**config.mk**
```make
export PLATFORM = sky130hd
export DESIGN_NAME = rtc_periodic_out
export DESIGN_NICKNAME = d
export VERILOG_FILES = /design/src/rtl/rtc_periodic_out.sv
export SDC_FILE = /design/constraint.sdc
export NUM_CORES = 1
export LEC_CHECK = 0
export ABC_CLOCK_PERIOD_IN_PS = 5400
export BUFFER_PORTS_ARGS = -buffer_cell sky130_fd_sc_hd__clkbuf_2
export CAP_MARGIN = 20
export CORE_MARGIN = 10
export CORE_UTILIZATION = 60
export CTS_CLUSTER_SIZE = 28
export DETAILED_ROUTE_END_ITERATION = 6
export GPL_ROUTABILITY_DRIVEN = 0
export HOLD_SLACK_MARGIN = 0.05
export PLACE_DENSITY = 0.78
export SYNTH_ARGS = -nofsm -noshare
export SYNTH_HDL_FRONTEND = slang
export SYNTH_SLANG_ARGS = --single-unit
export TNS_END_PERCENT = 10
```
**constraint.sdc**
```tcl
create_clock -name clk -period 5.4 [get_ports clk]
set_clock_uncertainty 0.15 [all_clocks]
set_input_delay 0.81 -clock clk [delete_from_list [all_inputs] [get_ports clk]]
set_output_delay 0.81 -clock clk [all_outputs]
set_load 0.05 [all_outputs]
```
**src/rtl/rtc_periodic_out.sv**
```systemverilog
module rtc_periodic_out #(
  parameter int FAST_TICKS  = 512,
  parameter int SEC_TICKS   = 32768,
  parameter int MIN_SECS    = 60,
  parameter int HOUR_MINS   = 60,
  parameter int PULSE_TICKS = 256,
  parameter int ADJ_TICKS   = 5
) (
  input  logic       clk,
  input  logic       rst_n,
  input  logic       tick,
  input  logic       wr_en,
  input  logic       wr_addr,
  input  logic [3:0] wr_data,
  output logic       pin_drive_low,
  output logic       pin_level,
  output logic       irq_flag,
  output logic       adj_busy
);
  localparam int FW = $clog2(FAST_TICKS);
  localparam int SW = $clog2(SEC_TICKS);
  localparam int MW = $clog2(MIN_SECS > 1 ? MIN_SECS : 2);
  localparam int HW = $clog2(HOUR_MINS > 1 ? HOUR_MINS : 2);
  localparam int PW = $clog2(PULSE_TICKS + 1);
  localparam int AW = $clog2(ADJ_TICKS + 1);
  localparam logic [FW-1:0] FAST_LAST = FW'(FAST_TICKS - 1);
  localparam logic [SW-1:0] SEC_LAST  = SW'(SEC_TICKS - 1);
  localparam logic [MW-1:0] MIN_LAST  = MW'(MIN_SECS - 1);
  localparam logic [HW-1:0] HOUR_LAST = HW'(HOUR_MINS - 1);

  logic          mask_r, mode_r;
  logic [1:0]    sel_r;
  logic [SW-1:0] sec_cnt;
  logic [MW-1:0] min_cnt;
  logic [HW-1:0] hr_cnt;
  logic [PW-1:0] pulse_cnt;
  logic [AW-1:0] adj_cnt;
  logic          latch_low;

  wire ctl_wr   = wr_en && !wr_addr;
  wire flg_wr   = wr_en && wr_addr;
  wire reconf   = ctl_wr && (wr_data[3:1] != {sel_r, mode_r});
  wire quiet    = ctl_wr && wr_data[0];
  wire adj_done = tick && (adj_cnt == AW'(1));
  wire step     = tick && !reconf && !adj_done;
  wire flag_clr = flg_wr && !wr_data[0];

  wire fast_evt = step && (sec_cnt[FW-1:0] == FAST_LAST);
  wire sec_wrap = step && (sec_cnt == SEC_LAST);
  wire min_wrap = sec_wrap && (min_cnt == MIN_LAST);
  wire hr_wrap  = min_wrap && (hr_cnt == HOUR_LAST);

  logic evt;
  always_comb begin
    case (sel_r)
      2'd0:    evt = fast_evt;
      2'd1:    evt = sec_wrap;
      2'd2:    evt = min_wrap;
      default: evt = hr_wrap;
    endcase
  end

  wire arm = evt && !mask_r;

  always_ff @(posedge clk or negedge rst_n) begin
    if (!rst_n) begin
      mask_r <= 1'b0;
      mode_r <= 1'b0;
      sel_r  <= 2'd0;
    end else if (ctl_wr) begin
      {sel_r, mode_r, mask_r} <= wr_data;
    end
  end

  always_ff @(posedge clk or negedge rst_n) begin
    if (!rst_n) begin
      sec_cnt <= '0;
      min_cnt <= '0;
      hr_cnt  <= '0;
    end else if (reconf) begin
      sec_cnt <= '0;
      min_cnt <= '0;
      hr_cnt  <= '0;
    end else begin
      if (adj_done)      sec_cnt <= '0;
      else if (step)     sec_cnt <= sec_wrap ? '0 : sec_cnt + 1'b1;
      if (sec_wrap)      min_cnt <= min_wrap ? '0 : min_cnt + 1'b1;
      if (min_wrap)      hr_cnt  <= hr_wrap ? '0 : hr_cnt + 1'b1;
    end
  end

  always_ff @(posedge clk or negedge rst_n) begin
    if (!rst_n)                          pulse_cnt <= '0;
    else if (reconf || quiet)            pulse_cnt <= '0;
    else if (arm && !mode_r)             pulse_cnt <= PW'(PULSE_TICKS);
    else if (tick && pulse_cnt != '0)    pulse_cnt <= pulse_cnt - 1'b1;
  end

  always_ff @(posedge clk or negedge rst_n) begin
    if (!rst_n)                 latch_low <= 1'b0;
    else if (reconf || quiet)   latch_low <= 1'b0;
    else if (arm && mode_r)     latch_low <= 1'b1;
    else if (flag_clr)          latch_low <= 1'b0;
  end

  always_ff @(posedge clk or negedge rst_n) begin
    if (!rst_n)         irq_flag <= 1'b0;
    else if (evt)       irq_flag <= 1'b1;
    else if (flag_clr)  irq_flag <= 1'b0;
  end

  always_ff @(posedge clk or negedge rst_n) begin
    if (!rst_n)                          adj_cnt <= '0;
    else if (flg_wr && wr_data[1])       adj_cnt <= AW'(ADJ_TICKS);
    else if (tick && adj_cnt != '0)      adj_cnt <= adj_cnt - 1'b1;
  end

  assign pin_drive_low = !mask_r && (latch_low || pulse_cnt != '0);
  assign pin_level     = !pin_drive_low;
  assign adj_busy      = adj_cnt != '0;
endmodule

```
After elaboration in Yosys (flattened, before gate mapping)
Cells that the tools add are included.

word-level totals
  register bits = 45
  word-level logic and storage cells = 81
  output and inout bits = 4
  input bits = 9

operators by class
  equality and inequality tests = 8
  mux-type cells = 20
  reduce and logical (&&, ||, !) cells = 38
  add/sub/neg operators = 5

operator list
  cell                                               number
  2-to-1 mux 15 bit                                  4
  2-to-1 mux 6 bit                                   6
  2-to-1 mux 9 bit                                   3
  logical AND 1 bit                                  19
  adder 15 x 1 -> 15 bit (second input constant)     1
  == test 15 bit (second input constant)             1
  adder 6 x 1 -> 6 bit (second input constant)       2
  == test 6 bit (second input constant)              2
  nonzero test 3 bit                                 4
  == test 9 bit (second input constant)              1
  nonzero test 9 bit                                 1
  subtractor 9 x 1 -> 9 bit (second input constant)  1
  nonzero test 2 bit                                 4
  zero test 1 bit                                    7
  2-to-1 mux 3 bit                                   2
  2-to-1 mux 1 bit                                   4
  == test 3 x 1 -> 1 bit (second input constant)     1
  inequality test 3 bit                              1
  one-hot mux 1 bit (3 select lines)                 1
  subtractor 3 x 1 -> 3 bit (second input constant)  1
  == test 2 x 1 -> 1 bit (second input constant)     1
  == test 2 bit (second input constant)              1
  zero test 2 bit                                    1
  logical OR 1 bit                                   2

Longest topological paths before layout
  depth after elaboration = 14
  depth in mapped cells = 10
  gate-level depth less buffers = 9

Worst setup path after synthesis
OpenSTA, ideal clock, no wires.

  path type = reg2out
  start = reg pulse_cnt[2]
  end = out pin_drive_low
  path slack = 2646 ps
  buffers on the path = 1
  stages on the path, launching flop included = 6
  arrival = 1794 ps
  data required time = 4440 ps
  path through = dfrtp_1 or4_1 clkbuf_1 nor3_1 or2_2 inv_1

between the ends
  longest elaborated chain between the ends = 3

ends and longest elaborated chain
  element                 RTL line  text
  from (decl)             36        logic [PW-1:0] pulse_cnt;
  from (signal assigned)  95        else if (arm && !mode_r) pulse_cnt <= PW'(PULSE_TICKS);
  from (signal assigned)  96        else if (tick && pulse_cnt != '0) pulse_cnt <= pulse_cnt - 1'b1;
  nonzero test 9 bit      118       assign pin_drive_low = !mask_r && (latch_low || pulse_cnt != '0);
  logical OR 1 bit        118
  logical AND 1 bit       118
  to (decl)               15        output logic pin_drive_low,

Every way passes these cells.

Worst setup path after layout
  start = reg pulse_cnt[2]
  end = out pin_level

between the ends
  longest elaborated chain between the ends = 4

ends and longest elaborated chain
  element             RTL line  text
  nonzero test 9 bit  118
  logical OR 1 bit    118
  logical AND 1 bit   118
  zero test 1 bit     119       assign pin_level = !pin_drive_low;
  to (decl)           16        output logic pin_level,

Every way passes these cells.

==> run_results.csv <==
group,metric,value,unit
status,status,"complete, no violations",
clock_network,insertion_delay,300,ps
final_layout,fin_cells,344,
detailed_routing,vias,2083,
worst_setup_path,critPathKind,"reg -> out",
floorplanning,io_pins,13,
logic_synthesis,synth_edf_count,0,
final_layout,antenna_cells,0,
timing,maxSlewViolCount,0,
final_layout,area_growth,6.885,%
placed_design,placed_area,2694,µm²
floorplanning,rows,23,
pwr,ir_worst_vdd,0.2825,mV
worst_setup_path,cp_max_fo,7,
logic_synthesis,ys_ff_latch,45,
timing,grt_setup_unrepaired,"no",
timing,fmax,0.3353,GHz
final_layout,fin_area,2778,µm²
worst_setup_path,r2r_slack,2830,ps
min_path,min_from,"irq_flag",
detailed_routing,ant_nets,0,
final_layout,seqCellArea,1126,µm²
worst_setup_path,arrival,2020,ps
placed_design,dp.cells,336,
worst_setup_path,crit_slowest_cell,"or4_1",
timing,setup_viol,0,
global_routing,first_global_vias,2105,
clock_network,clkSlewWorstSetupHoldPaths,80,ps
logic_synthesis,avgSynthCellArea,9.215,µm²
global_routing,grt_pass1_wl,9.321,mm
logic_synthesis,netlist_instances,282,
timing,fin_crit,2982,ps
logic_synthesis,synthFlopType,"dfrtp_1",
worst_setup_path,timing.rr.end,"pulse_cnt[7]",
pwr,p_leak,1.262,nW
timing,fin_crit_sh,55.23,%
placed_design,post-place-ws,2659,ps
worst_setup_path,max_stage_delay,670,ps
pwr,intPower,596.4,µW
worst_setup_path,endpoint_kind,"output pin",
detailed_routing,drt-total-wl,5.194,mm
logic_synthesis,synth_top_family_by_area,"simple AND/OR/NAND/NOR gates",
logic_synthesis,synth_nets,299,
logic_synthesis,syn_area,2599,µm²
floorplanning,initial_utilization,63.59,%
placed_design,hpwl,3.674,mm
global_routing,grt_max_degree,46,
pwr,p_seq_share,46.1,%
clock_network,ctsRootBufferMaster,"clkbuf_8",
min_path,hp-class,"reg -> reg",
timing,fin_ws,2418,ps
pwr,pwr-share-comb,32.5,%
logic_synthesis,synth_compound_gate_area_share,13.67,%
logic_synthesis,synth_xor_area_share,7.415,%
timing,fin_tns_setup,0,ps
final_layout,finalNetCount,310,
timing,worst_slew_pin_slew,618.1,ps
global_routing,antenna_found_initial,0,
worst_setup_path,cp_cell_sequence,"or4_1 -> nor3_1 -> or2_2 -> clkbuf_2",
logic_synthesis,synth-simple-area-share,25.90,%
timing,finalHoldViolations,0,
clock_network,numCtsBuffers,5,
logic_synthesis,ys_seq_area_share,43.33,%
logic_synthesis,synthDistinctLibCells,49,
clock_network,postCtsSetupBuffers,0,
global_routing,grtUsageTotal,15.02,%
clock_network,cts_tree,"built",
logic_synthesis,synth_adder_area_share,3.852,%
worst_setup_path,ff2ff_path_depth,9,
logic_synthesis,yosysWarnings,0,
logic_synthesis,synth_top_area_share,43.33,%
logic_synthesis,yosysMostFrequentCell,"dfrtp_1",
pwr,p_sw_share,36.64,%
floorplanning,core,4086,µm²
logic_synthesis,synth_top_area_cell,"dfrtp_1",
final_layout,multiInputGateArea,1393,µm²
clock_network,cts_hold_buffers,0,
min_path,min_path_cells,1,
job,maxCapViolCount,0,
detailed_routing,drc,0,
detailed_routing,first_pass_iters,4,
final_layout,nFillCells,338,
clock_network,clock_path_buffers,2,
min_path,min_to,"irq_flag",
timing,max_slew_margin,58.41,%
clock_network,clkSinkCount,45,
floorplanning,fp.dieH,85.81,µm
global_routing,grt-ovfl-total,0,
floorplanning,dieArea,7363,µm²
detailed_routing,wire_per_inst,15.10,µm
logic_synthesis,synth_area_leaders,"dfrtp_1, nand2_1, nor2_1",
pwr,p_switching,344.9,µW
worst_setup_path,startpoint_type,"register",
floorplanning,die_w,85.81,µm
detailed_routing,drt_iter0_drc,140,
logic_synthesis,synthArstFlopShare,100.0,%
placed_design,portBuffers,12,
pwr,clkPwrFrac,21.4,%
logic_synthesis,synthMuxAreaShare,2.744,%
pwr,powerDensity,338.9,nW/µm²
worst_setup_path,critPathRequiredTime,4440,ps
clock_network,cts_resized,0,
clock_network,htree_levels,2,
logic_synthesis,ys_top_cells_by_count,"dfrtp_1, nand2_1, nor2_1",
detailed_routing,drt-vias-per-instance,6.055,
worst_setup_path,r2r-start,"sec_cnt[1]",
final_layout,layout-drive-gt1-share,10.20,%
[logic make-up (layout without fill, tap and decap cells)]
kind of cell	after synthesis	count (layout)
and+or+nand+nor	129	129
AOI/OAI and AO/OA	51	51
DFF	45	45
xor gates and xnor gates	22	22
buffers and inverters	20	32
adders and majority gates	8	8
muxes	7	7
[critical path: cells and delay by family, from the launching register on]
family	cells	cell delay [ps]
AND/OR/NAND/NOR	3	1010
flip-flops	1	440
buffers and inverters	1	270
[sequential cells by signal, indices dropped and copies added, names as in the netlist]
| signal | flops |
|---|---|
| irq_flag | 1 |
| sec_cnt | 15 |
| adj_cnt | 3 |
| min_cnt | 6 |
| sel_r | 2 |
| mask_r | 1 |
| latch_low | 1 |
| hr_cnt | 6 |
| mode_r | 1 |
| pulse_cnt | 9 |
[layout make-up]
class / instances / area share [%]
tap: 50 / 2.252
clock buffer: 7 / 2.748
sequential: 45 / 40.54
inverter: 10 / 1.351
multi-input combinational: 217 / 50.14
clock inverter: 1 / 0.2703
timing repair buffer: 14 / 2.703
[placed cells by master (no fill, tap or decap), drive strengths merged, types with 2 or more instances in the layout]
cell and n:
nor2 29, or4 5, mux2i 6, nand3 16, nor4 6, nand4 7, clkbuf 19, nor2b 2
nor3 9, o2111ai 8, a211oi 6, nand2 36, xor2 12, and2 4, a32oi 2, o21a 2
buf 2, nand2b 3, or3 3, o21ai 11, and3 4, inv 10, nand3b 2, a22o 2
a31oi 3, dfrtp 45, ha 8, a21oi 10, xnor2 10
[worst max-delay path by stage]
stage	startpoint	to	slack, ps	depth (start not counted)
after floorplan	pulse_cnt[2]	pin_drive_low	2650	5
after global placement	wr_data[3]	pulse_cnt[0]	2710	7
after detailed placement	wr_data[3]	pulse_cnt[2]	2660	7
after CTS	pulse_cnt[2]	pin_level	2400	4
after global routing	pulse_cnt[2]	pin_drive_low	2290	5
final	pulse_cnt[2]	pin_level	2420	4
[power by group through the flow]
stage                     logic (mW)  registers (mW)  clock network [mW]
final                          0.306           0.434               0.202
after global routing           0.354           0.444               0.219
after CTS                      0.309           0.434               0.208
after detailed placement       0.308           0.440                   0
after global placement         0.300           0.436                   0
after floorplan                0.250           0.428                   0
[metrics by stage]
stage / power (mW) / util, % / hold slack [ps]
after floorplan: 0.6782 / - / 312.3
final: 0.9413 / 67.97 / 336.5
after detailed placement: 0.7473 / 65.92 / 320.7
after global routing: 1.016 / 67.97 / 363.3
after CTS: 0.9506 / 67.97 / 340.5
after global placement: 0.7362 / 65.92 / 312.6
[routing by layer]
| metal | share of wire [%] | GRT usage [%] | up-vias |
|---|---|---|---|
| met1 | 48 | 18.41 | 1003 |
| met5 | 0 | 0 | - |
| met3 | 3.1 | 3.595 | 7 |
| li1 | - | - | 1039 |
| met4 | 1.4 | 5.090 | 0 |
| met2 | 48 | 25.14 | 34 |
No activity file was read; power rests on OpenSTA's default activity.
